### config.mk
export PLATFORM = sky130hd
export DESIGN_NAME = jtag_cmd_engine
export DESIGN_NICKNAME = d
export VERILOG_FILES = /design/src/rtl/jeng_pkg.sv /design/src/rtl/jeng_cmd_decode.sv /design/src/rtl/jeng_phase_timer.sv /design/src/rtl/jtag_cmd_engine.sv
export SDC_FILE = /design/constraint.sdc
export NUM_CORES = 1
export LEC_CHECK = 0
export BUFFER_PORTS_ARGS = -buffer_cell sky130_fd_sc_hd__clkbuf_2
export CAP_MARGIN = 20
export CELL_PAD_IN_SITES_DETAIL_PLACEMENT = 1
export CELL_PAD_IN_SITES_GLOBAL_PLACEMENT = 1
export CORE_MARGIN = 4
export CORE_UTILIZATION = 40
export CTS_CLUSTER_DIAMETER = 120
export DETAILED_ROUTE_END_ITERATION = 12
export HOLD_SLACK_MARGIN = 0.08
export PLACE_DENSITY = 0.77
export SETUP_SLACK_MARGIN = 0.05
export SYNTH_ARGS = -nofsm -noshare
export SYNTH_HDL_FRONTEND = slang
export SYNTH_SLANG_ARGS = --single-unit
### constraint.sdc
create_clock -name clk -period 3.91 [get_ports clk]
set_clock_uncertainty 0.2 [all_clocks]
set_input_delay 0 -clock clk [delete_from_list [all_inputs] [get_ports clk]]
set_output_delay 0 -clock clk [all_outputs]
set_load 0.01 [all_outputs]
### src/rtl/jeng_pkg.sv
package jeng_pkg;

    typedef enum logic {
        ENG_IDLE  = 1'b0,
        ENG_SHIFT = 1'b1
    } eng_mode_t;

    typedef struct packed {
        logic tck;
        logic tms;
        logic ce_n;
        logic cs_n;
        logic tdi;
        logic oe;
    } pin_set_t;

    localparam int unsigned CNT_W = 6;

endpackage

### src/rtl/jeng_cmd_decode.sv
module jeng_cmd_decode
    import jeng_pkg::*;
(
    input  logic [7:0]       byte_i,
    input  logic             tdo_i,
    output pin_set_t         pins_o,
    output logic             arm_o,
    output logic             rd_o,
    output logic [CNT_W-1:0] count_o,
    output logic [7:0]       status_o
);
    always_comb begin
        pins_o.tck  = byte_i[0];
        pins_o.tms  = byte_i[1];
        pins_o.ce_n = byte_i[2];
        pins_o.cs_n = byte_i[3];
        pins_o.tdi  = byte_i[4];
        pins_o.oe   = byte_i[5];
        rd_o        = byte_i[6];
        arm_o       = byte_i[7];
        count_o     = byte_i[CNT_W-1:0];
        // second status line is not wired and reads as one
        status_o    = {6'b0, 1'b1, tdo_i};
    end
endmodule

### src/rtl/jeng_phase_timer.sv
module jeng_phase_timer #(
    parameter int unsigned TCK_HALF = 2
) (
    input  logic clk,
    input  logic rst_n,
    input  logic run_i,
    output logic expire_o
);
    localparam int unsigned PH_W = (TCK_HALF > 1) ? $clog2(TCK_HALF) : 1;
    localparam logic [PH_W-1:0] LAST = PH_W'(TCK_HALF - 1);

    logic [PH_W-1:0] cnt_d, cnt_q;

    assign expire_o = run_i && (cnt_q == LAST);

    always_comb begin
        cnt_d = cnt_q;
        if (!run_i || expire_o) cnt_d = '0;
        else                    cnt_d = cnt_q + 1'b1;
    end

    always_ff @(posedge clk) begin
        if (!rst_n) cnt_q <= '0;
        else        cnt_q <= cnt_d;
    end

    initial begin
        if (TCK_HALF < 1) $error("TCK_HALF must be at least 1");
    end
endmodule

### src/rtl/jtag_cmd_engine.sv
module jtag_cmd_engine
    import jeng_pkg::*;
#(
    parameter int unsigned TCK_HALF = 2
) (
    input  logic       clk,
    input  logic       rst_n,
    input  logic [7:0] cmd_data,
    input  logic       cmd_valid,
    output logic       cmd_ready,
    output logic [7:0] rsp_data,
    output logic       rsp_valid,
    input  logic       rsp_ready,
    input  logic       tdo,
    output logic       tck,
    output logic       tms,
    output logic       tdi,
    output logic       ce_n,
    output logic       cs_n,
    output logic       out_en
);
    localparam int unsigned STEP_W = 3;
    localparam logic [STEP_W-1:0] LAST_STEP = '1;

    typedef struct packed {
        eng_mode_t         mode;
        pin_set_t          pins;
        logic [7:0]        sreg;
        logic [CNT_W-1:0]  remain;
        logic              rd;
        logic [STEP_W-1:0] step;
        logic              rv;
        logic [7:0]        rdat;
    } eng_st_t;

    eng_st_t st_d, st_q;

    pin_set_t         dec_pins;
    logic             dec_arm;
    logic             dec_rd;
    logic [CNT_W-1:0] dec_count;
    logic [7:0]       dec_status;
    logic             ph_end;
    logic             accept;

    jeng_cmd_decode u_dec (
        .byte_i   (cmd_data),
        .tdo_i    (tdo),
        .pins_o   (dec_pins),
        .arm_o    (dec_arm),
        .rd_o     (dec_rd),
        .count_o  (dec_count),
        .status_o (dec_status)
    );

    jeng_phase_timer #(.TCK_HALF(TCK_HALF)) u_timer (
        .clk      (clk),
        .rst_n    (rst_n),
        .run_i    (st_q.mode == ENG_SHIFT),
        .expire_o (ph_end)
    );

    assign cmd_ready = (st_q.mode == ENG_IDLE) && !st_q.rv;
    assign accept    = cmd_valid && cmd_ready;

    always_comb begin
        st_d = st_q;
        if (st_q.rv && rsp_ready) st_d.rv = 1'b0;

        if (st_q.mode == ENG_SHIFT) begin
            if (ph_end) begin
                if (!st_q.pins.tck) begin
                    // end of low phase: capture, then raise the clock
                    st_d.sreg     = {tdo, st_q.sreg[7:1]};
                    st_d.pins.tck = 1'b1;
                end else begin
                    st_d.pins.tck = 1'b0;
                    if (st_q.step == LAST_STEP) begin
                        st_d.mode = ENG_IDLE;
                        st_d.step = '0;
                        if (st_q.rd) begin
                            st_d.rv   = 1'b1;
                            st_d.rdat = st_q.sreg;
                        end
                    end else begin
                        st_d.step     = st_q.step + 1'b1;
                        st_d.pins.tdi = st_q.sreg[0];
                    end
                end
            end
        end else if (accept) begin
            if (st_q.remain != '0) begin
                st_d.sreg     = cmd_data;
                st_d.remain   = st_q.remain - 1'b1;
                st_d.mode     = ENG_SHIFT;
                st_d.step     = '0;
                st_d.pins.tck = 1'b0;
                st_d.pins.tdi = cmd_data[0];
            end else begin
                st_d.rd = dec_rd;
                if (dec_arm) begin
                    st_d.remain = dec_count;
                end else begin
                    st_d.pins = dec_pins;
                    if (dec_rd) begin
                        st_d.rv   = 1'b1;
                        st_d.rdat = dec_status;
                    end
                end
            end
        end
    end

    always_ff @(posedge clk) begin
        if (!rst_n) begin
            st_q <= '0;
        end else begin
            st_q <= st_d;
        end
    end

    assign rsp_data  = st_q.rdat;
    assign rsp_valid = st_q.rv;
    assign tck       = st_q.pins.tck;
    assign tms       = st_q.pins.tms;
    assign tdi       = st_q.pins.tdi;
    assign ce_n      = st_q.pins.ce_n;
    assign cs_n      = st_q.pins.cs_n;
    assign out_en    = st_q.pins.oe;

    AST_BUSY_NOT_READY: assert property (@(posedge clk) disable iff (!rst_n)
        (st_q.mode == ENG_SHIFT) |-> !cmd_ready);

    AST_RSP_HELD: assert property (@(posedge clk) disable iff (!rst_n)
        (rsp_valid && !rsp_ready) |=> (rsp_valid && $stable(rsp_data)));

    AST_TDI_STEADY_HIGH: assert property (@(posedge clk) disable iff (!rst_n)
        (st_q.mode == ENG_SHIFT && tck) |-> $stable(tdi));

    AST_ARM_KEEPS_PINS: assert property (@(posedge clk) disable iff (!rst_n)
        (accept && st_q.remain == '0 && cmd_data[7])
            |=> ($stable(tck) && $stable(tms) && $stable(tdi) && $stable(ce_n)
                 && $stable(cs_n) && $stable(out_en)));

    AST_ARM_NO_RESULT: assert property (@(posedge clk) disable iff (!rst_n)
        (accept && st_q.remain == '0 && cmd_data[7]) |=> !rsp_valid);
endmodule

==> metrics.yaml, run 1 <==
placement:
  gp_congestion: 0.7768
  dp_hpwl_mm: 3.552
  dp_cells: 280
  port_buffers: 28
  place_area_um2: 1999
synthesis:
  synth_seq_cells: 35
  synth_warnings: 0
  synth_top_area_frac: 0.3682
  synthTopCellsByCount: "dfxtp_1, nand2_1, mux2i_1"
  seq_area_frac_synth: 0.3682
  synth.distinct_cells: 44
  synth-edff-count: 0
  synthArstFlopShare: 0
  syn_inst: 220
  syn_nets: 238
  synth_ff_type: "dfxtp_1"
  yosys.area.top_type: "dfxtp_1"
  synthTopCellsByArea: "dfxtp_1, mux2i_1, nand2_1"
  syn_area_um2: 1903
  yosysMostFrequentCell: "dfxtp_1"
  postSynthAreaPerCell_um2: 8.650
timing:
  max_freq_mhz: 326.1
  period_minus_slack_ns: 3.067
  tightest_slew_ns: 0.8149
  setup_viol: 0
  hold_viol_final: 0
  max_slew_margin: 0.4560
  final.period_utilization: 0.7844
  drv_slew: 0
  rsz0062_at_grt: "no"
  setup-tns-final_ns: 0
global_route:
  grt_pass1_vias: 1695
  gr-usage-met3: 0.04215
  grt_pass1_wl_mm: 8.480
  grt.busiest_layer: "met2"
  grt_use_total: 0.1782
  grt.overflow.total: 0
  antenna_found_initial: 0
  grt_use_met2: 0.2866
  use_met1: 0.2349
  grt_max_degree: 37
floorplanning:
  ios: 29
  rows: 24
  start_util: 0.4253
  fp.dieW_um: 76.98
  die_y_um: 76.98
  die_area_um2: 5925
  core_area_um2: 4474
finish:
  fin_area_um2: 2211
  finalNetCount: 266
  syn2layout_area_growth_pct: 16.17
  final_cells: 301
  drive_gt1_frac: 0.1647
  fill_cells: 556
  diodes: 0
worst_setup_path:
  crit_start: "st_q[33]$_SDFF_PN0_"
  arrival_ns: 3.09
  rr_startpoint: "st_q[33]$_SDFF_PN0_"
  critical_path_class: "reg2reg"
  critPathMaxFanout: 24
  startpoint_type: "flop"
  endpoint_kind: "flop"
  cp.required_ns: 3.93
cts:
  cts_root_buf: "clkbuf_8"
  post_cts_buffers: 0
  clkSinkCount: 35
  clk_pin_slew_ns: 0.07
  cts_tree: "yes"
  clk_latency_ns: 0.29
  numCtsBuffers: 5
  h-tree-depth: 2
  clock_path_buffers: 2
worst_hold_path:
  min_from: "rst_n"
  min_path_type: "in2reg"
pwr:
  powerDensity_nw_per_um2: 623.1
  vdd_drop_max_uv: 265.1
  power.leakage_nw: 0.8716
job:
  drv_cap: 0
drt:
  routedWlPerCell_um: 16.61
  drtIter0Drc: 108
  wl_mm: 5.001
  vias: 1711
  firstDrtPassIters: 4
  drc_errors: 0
  viasPerCell: 5.684
  antenna_left: 0
run_status:
  status: "finished, final reports clean"
[layout make-up]
type | count | area, µm² | area share
clock buffer | 7 | 76.32 | 0.03452
multi-input combinational | 158 | 1067 | 0.4827
inverter | 7 | 26.28 | 0.01188
timing repair buffer | 41 | 270.3 | 0.1222
tap | 52 | 65.06 | 0.02943
sequential | 35 | 700.7 | 0.3169
clock inverter | 1 | 5.005 | 0.002264
[flip-flops by register name (all words and copies together), names as in the netlist]
register,count
cs_n,1
tdi,1
out_en,1
ce_n,1
u_timer.cnt_q,1
tms,1
rsp_valid,1
st_q,19
rsp_data,8
tck,1
[worst paths after layout]
| kind | end | slack [ns] | cells after the start |
|---|---|---|---|
| min reg2reg | rsp_data[5]$_SDFFE_PN0P_ | 0.26 | 2 |
| max | rsp_data[0]$_SDFFE_PN0P_ | 0.84 | 5 |
| max reg2reg | rsp_data[0]$_SDFFE_PN0P_ | 0.84 | 5 |
| min | st_q[23]$_SDFFE_PN0P_ | 0.20 | 3 |
[metal layers]
metal  share of wire  wire length, µm
met1            0.48             2417
met2            0.48             2377
met3           0.030              151
met4           0.011               55
met5               0                0
[through the flow]
step                      worst slack [ns]    util  hold WS [ns]  total power [mW]
after floorplan                      2.026       -      -0.05606            0.9764
after global placement               1.503  0.4469        0.1073             1.105
after detailed placement             1.395  0.4469        0.1367             1.118
after CTS                           0.9198  0.4941        0.1974             1.390
after global routing                0.6209  0.4941        0.2709             1.481
final                               0.8430  0.4941        0.2019             1.378
[logic make-up (layout without fill, tap and decap cells)]
group | after synthesis | after routing | synth area share
AO/OA/AOI/OAI | 54 | 54 | 0.2097
adder cells (fa/ha/maj) | 5 | 5 | 0.03287
buffers and inverters | 27 | 56 | 0.07101
flip-flops | 35 | 35 | 0.3682
multiplexers | 20 | 20 | 0.1052
AND/OR/NAND/NOR | 79 | 79 | 0.2130
[timing repair]
action,4_1_cts,5_1_grt
hold buffers,13,0
endpoints found under the setup margin,0,0
hold endpoints to repair,24,0
gates resized for setup,0,0
[critical path: stages (launching register included)]
cell	delay, ns
dfxtp_1	0.57
nor3b_4	0.76
and3_1	0.54
a32oi_1	0.18
dlygate4sd3_1	0.62
a21oi_1	0.14
[power by group]
part	switching (mW)	internal (mW)
registers	0.111	0.423
logic	0.343	0.248
clock network	0.128	0.125
[placed cells by master (no fill, tap or decap), drive strengths merged, types with 8 or more instances in the layout]
cell and instances:
a22o 8, clkbuf 35, dfxtp 35, nand2 28, a21oi 13, nand3 16, dlygate4sd3 13, mux2i 20
nor2 14
Power figures use the tool's default switching activity.
==> run 2, diff against run 1 <==
--- a/config.mk
+++ b/config.mk
@@ -10,7 +10,7 @@
 export CELL_PAD_IN_SITES_DETAIL_PLACEMENT = 1
 export CELL_PAD_IN_SITES_GLOBAL_PLACEMENT = 1
 export CORE_MARGIN = 4
-export CORE_UTILIZATION = 40
+export CORE_UTILIZATION = 38
 export CTS_CLUSTER_DIAMETER = 120
 export DETAILED_ROUTE_END_ITERATION = 12
 export HOLD_SLACK_MARGIN = 0.08
==> constraint.sdc (replaced) <==
create_clock -name clk -period 2.8 [get_ports clk]
set_clock_uncertainty 0.2 [all_clocks]
set_input_delay 0 -clock clk [delete_from_list [all_inputs] [get_ports clk]]
set_output_delay 0 -clock clk [all_outputs]
set_load 0.01 [all_outputs]
==> metrics.yaml, run 2 (synthesis gave the netlist of run 1 again) <==
finish:
  diodes: 0  # unchanged
  fill_cells: 587  # +5.6%
  regMostFlops: "st_q"
  multi_input_area_um2: 1069  # +0.12%
  final_cells: 319  # +6.0%
  final_common_cell: "dfxtp_1"
  drive_gt1_frac: 0.1786  # +0.01391
  largest_reg_flops: 19  # unchanged
  finalNetCount: 269  # +1.1%
  syn2layout_area_growth_pct: 18.41
  final_cell_mix: "dfxtp_1, clkbuf_2, nand2_1"
  ff_latch_area_um2: 700.7  # unchanged
cts:
  cts_tree: "yes"
  post_cts_buffers: 0  # unchanged
  cts_root_buf: "clkbuf_8"
  numCtsBuffers: 5  # unchanged
  clk_pin_slew_ns: 0.07  # about the same
  h-tree-depth: 2  # unchanged
  clkSinkCount: 35  # unchanged
  clk_latency_ns: 0.29  # about the same
  clock_path_buffers: 2  # unchanged
drt:
  viasPerCell: 5.389  # -5.2%
  vias: 1719  # +0.47%
  firstDrtPassIters: 4  # unchanged
  wl_mm: 5.190  # +3.8%
  antenna_left: 0  # unchanged
  routedWlPerCell_um: 16.27  # -2.1%
  drtIter0Drc: 77  # -29%
  drc_errors: 0  # unchanged
floorplanning:
  fp.dieW_um: 78.77  # +2.3%
  rows: 25  # +4.2%
  core_area_um2: 4786  # +7.0%
  die_y_um: 78.77  # +2.3%
  ios: 29  # unchanged
  start_util: 0.3976  # -0.02769
  die_area_um2: 6204  # +4.7%
worst_setup_path:
  rr_startpoint: "st_q[13]$_SDFFE_PN0P_"
  reg2reg_slack_ns: 0.27  # -0.57 ns
  slowest_delay_ns: 0.61  # -0.15 ns
  startpoint_type: "flop"
  r2r-end: "rsp_valid$_SDFF_PN0_"
  cpMaxStageDelayCell: "dlygate4sd3_1"
  endpoint_kind: "flop"
  r2r_cells: 7  # +2
  critical_path_depth: 7  # +2
  critPathMaxFanout: 8  # -67%
  cp.required_ns: 2.76  # -1.17 ns
  crit_start: "st_q[13]$_SDFFE_PN0P_"
  arrival_ns: 2.49  # -0.60 ns
  cp-endpoint: "rsp_valid$_SDFF_PN0_"
  crit_buf_inv: 2  # +1
  path_delay_family: "buffers and inverters"
  critical_path_class: "reg2reg"
  cp_cell_sequence: "inv_1 -> ha_1 -> nor3b_1 -> and3_2 -> a221oi_1 -> dlygate4sd3_1 -> nor2_1"
global_route:
  grt_pass1_vias: 1726  # +1.8%
  grt_max_degree: 37  # unchanged
  grt.overflow.total: 0  # unchanged
  grt_use_total: 0.1756  # -0.002656
  grt_pass1_wl_mm: 8.514  # +0.40%
  antenna_found_initial: 0  # unchanged
timing:
  max_freq_mhz: 395.4  # +21%
  setup-tns-final_ns: 0  # unchanged
  period_minus_slack_ns: 2.529  # -0.5378 ns
  max_slew_margin: 0.5355  # +0.07953
  setup_viol: 0  # unchanged
  final.period_utilization: 0.9033  # +0.1189
  rsz0062_at_grt: "no"
  hold_viol_final: 0  # unchanged
  drv_slew: 0  # unchanged
  tightest_slew_ns: 0.6941  # -0.1207 ns
placement:
  dp_cells: 298  # +6.4%
  dp_hpwl_mm: 3.749  # +5.5%
  gp_congestion: 0.9814  # +26%
  port_buffers: 28  # unchanged
worst_hold_path:
  min_from: "rsp_data[2]$_SDFFE_PN0P_"
  min_path_type: "reg2reg"
pwr:
  power.leakage_nw: 0.8888  # +2.0%
  vdd_drop_max_uv: 403.9  # +52%
  p_comb_frac: 0.452  # +0.023
  share_seq_of_total_power: 0.365  # -0.022
  p_sw_frac: 0.4248  # +0.002508
  clkPwrFrac: 0.183  # about the same
  power.internal_mw: 1.125  # +41%
  p_sw_mw: 0.8305  # +43%
  powerDensity_nw_per_um2: 867.7  # +39%
job:
  drv_cap: 0  # unchanged
run_status:
  status: "finished, final reports clean"
## run 2: worst min path at each step
stage | to | slack (ns) | depth (start not counted)
floorplan | st_q[12]$_SDFFE_PN0P_ | -0.06 | 2
global placement | cs_n$_SDFFE_PN0P_ | 0.1 | 3
detailed placement | ce_n$_SDFFE_PN0P_ | 0.12 | 3
CTS | rsp_data[2]$_SDFFE_PN0P_ | 0.26 | 2
global route | rsp_data[5]$_SDFFE_PN0P_ | 0.27 | 2
finish | rsp_data[2]$_SDFFE_PN0P_ | 0.26 | 2
## run 2: layout make-up
| type | instances | area share |
|---|---|---|
| multi-input cells | 158 | 0.4742 |
| flip-flops and latches | 35 | 0.3109 |
| repair buffers | 44 | 0.1299 |
| well taps | 67 | 0.03720 |
| clock buffers | 7 | 0.03387 |
| inverters | 7 | 0.01166 |
| clock inverters | 1 | 0.002221 |
## run 2: repair_timing
item / 4_1_cts / 5_1_grt
hold buffers: 13 / 0
endpoints found under the hold margin: 30 / 0
setup endpoints to repair: 0 / 1
gates resized for setup: 0 / 1
## run 2: per-stage QoR
stage          area, µm²  worst slack, ns  hold WS (ns)    util  total power [mW]
2_1_floorplan       1903           0.9156      -0.05606       -             1.363
3_3_place_gp        2041           0.6591       0.09671  0.4264             1.554
3_5_place_dp        2041           0.5678        0.1220  0.4264             1.581
4_1_cts             2252           0.1961        0.2639  0.4706             1.962
5_1_grt             2253           0.1147        0.2702  0.4709             2.086
6_report            2253           0.2708        0.2587  0.4709             1.955
## run 2: power by group through the flow
stage	clock network, mW	logic [mW]	registers [mW]
floorplan	0	0.664	0.699
global placement	0	0.836	0.718
detailed placement	0	0.860	0.721
CTS	0.369	0.883	0.711
global route	0.388	0.965	0.733
finish	0.357	0.884	0.714
## run 2: worst reg2reg max path, stage by stage (launching register included)
cell           delay, ns
dfxtp_1             0.41
inv_1               0.09
ha_1                0.25
nor3b_1             0.18
and3_2              0.32
a221oi_1            0.30
dlygate4sd3_1       0.61
nor2_1              0.04
## run 2: metal layers
layer | GRT usage | part of all wire | up-vias
met3 | 0.03175 | 0.035 | 7
met1 | 0.2158 | 0.46 | 833
met5 | 0 | 0 | -
met2 | 0.2963 | 0.49 | 32
li1 | - | - | 847
met4 | 0.08217 | 0.014 | 0
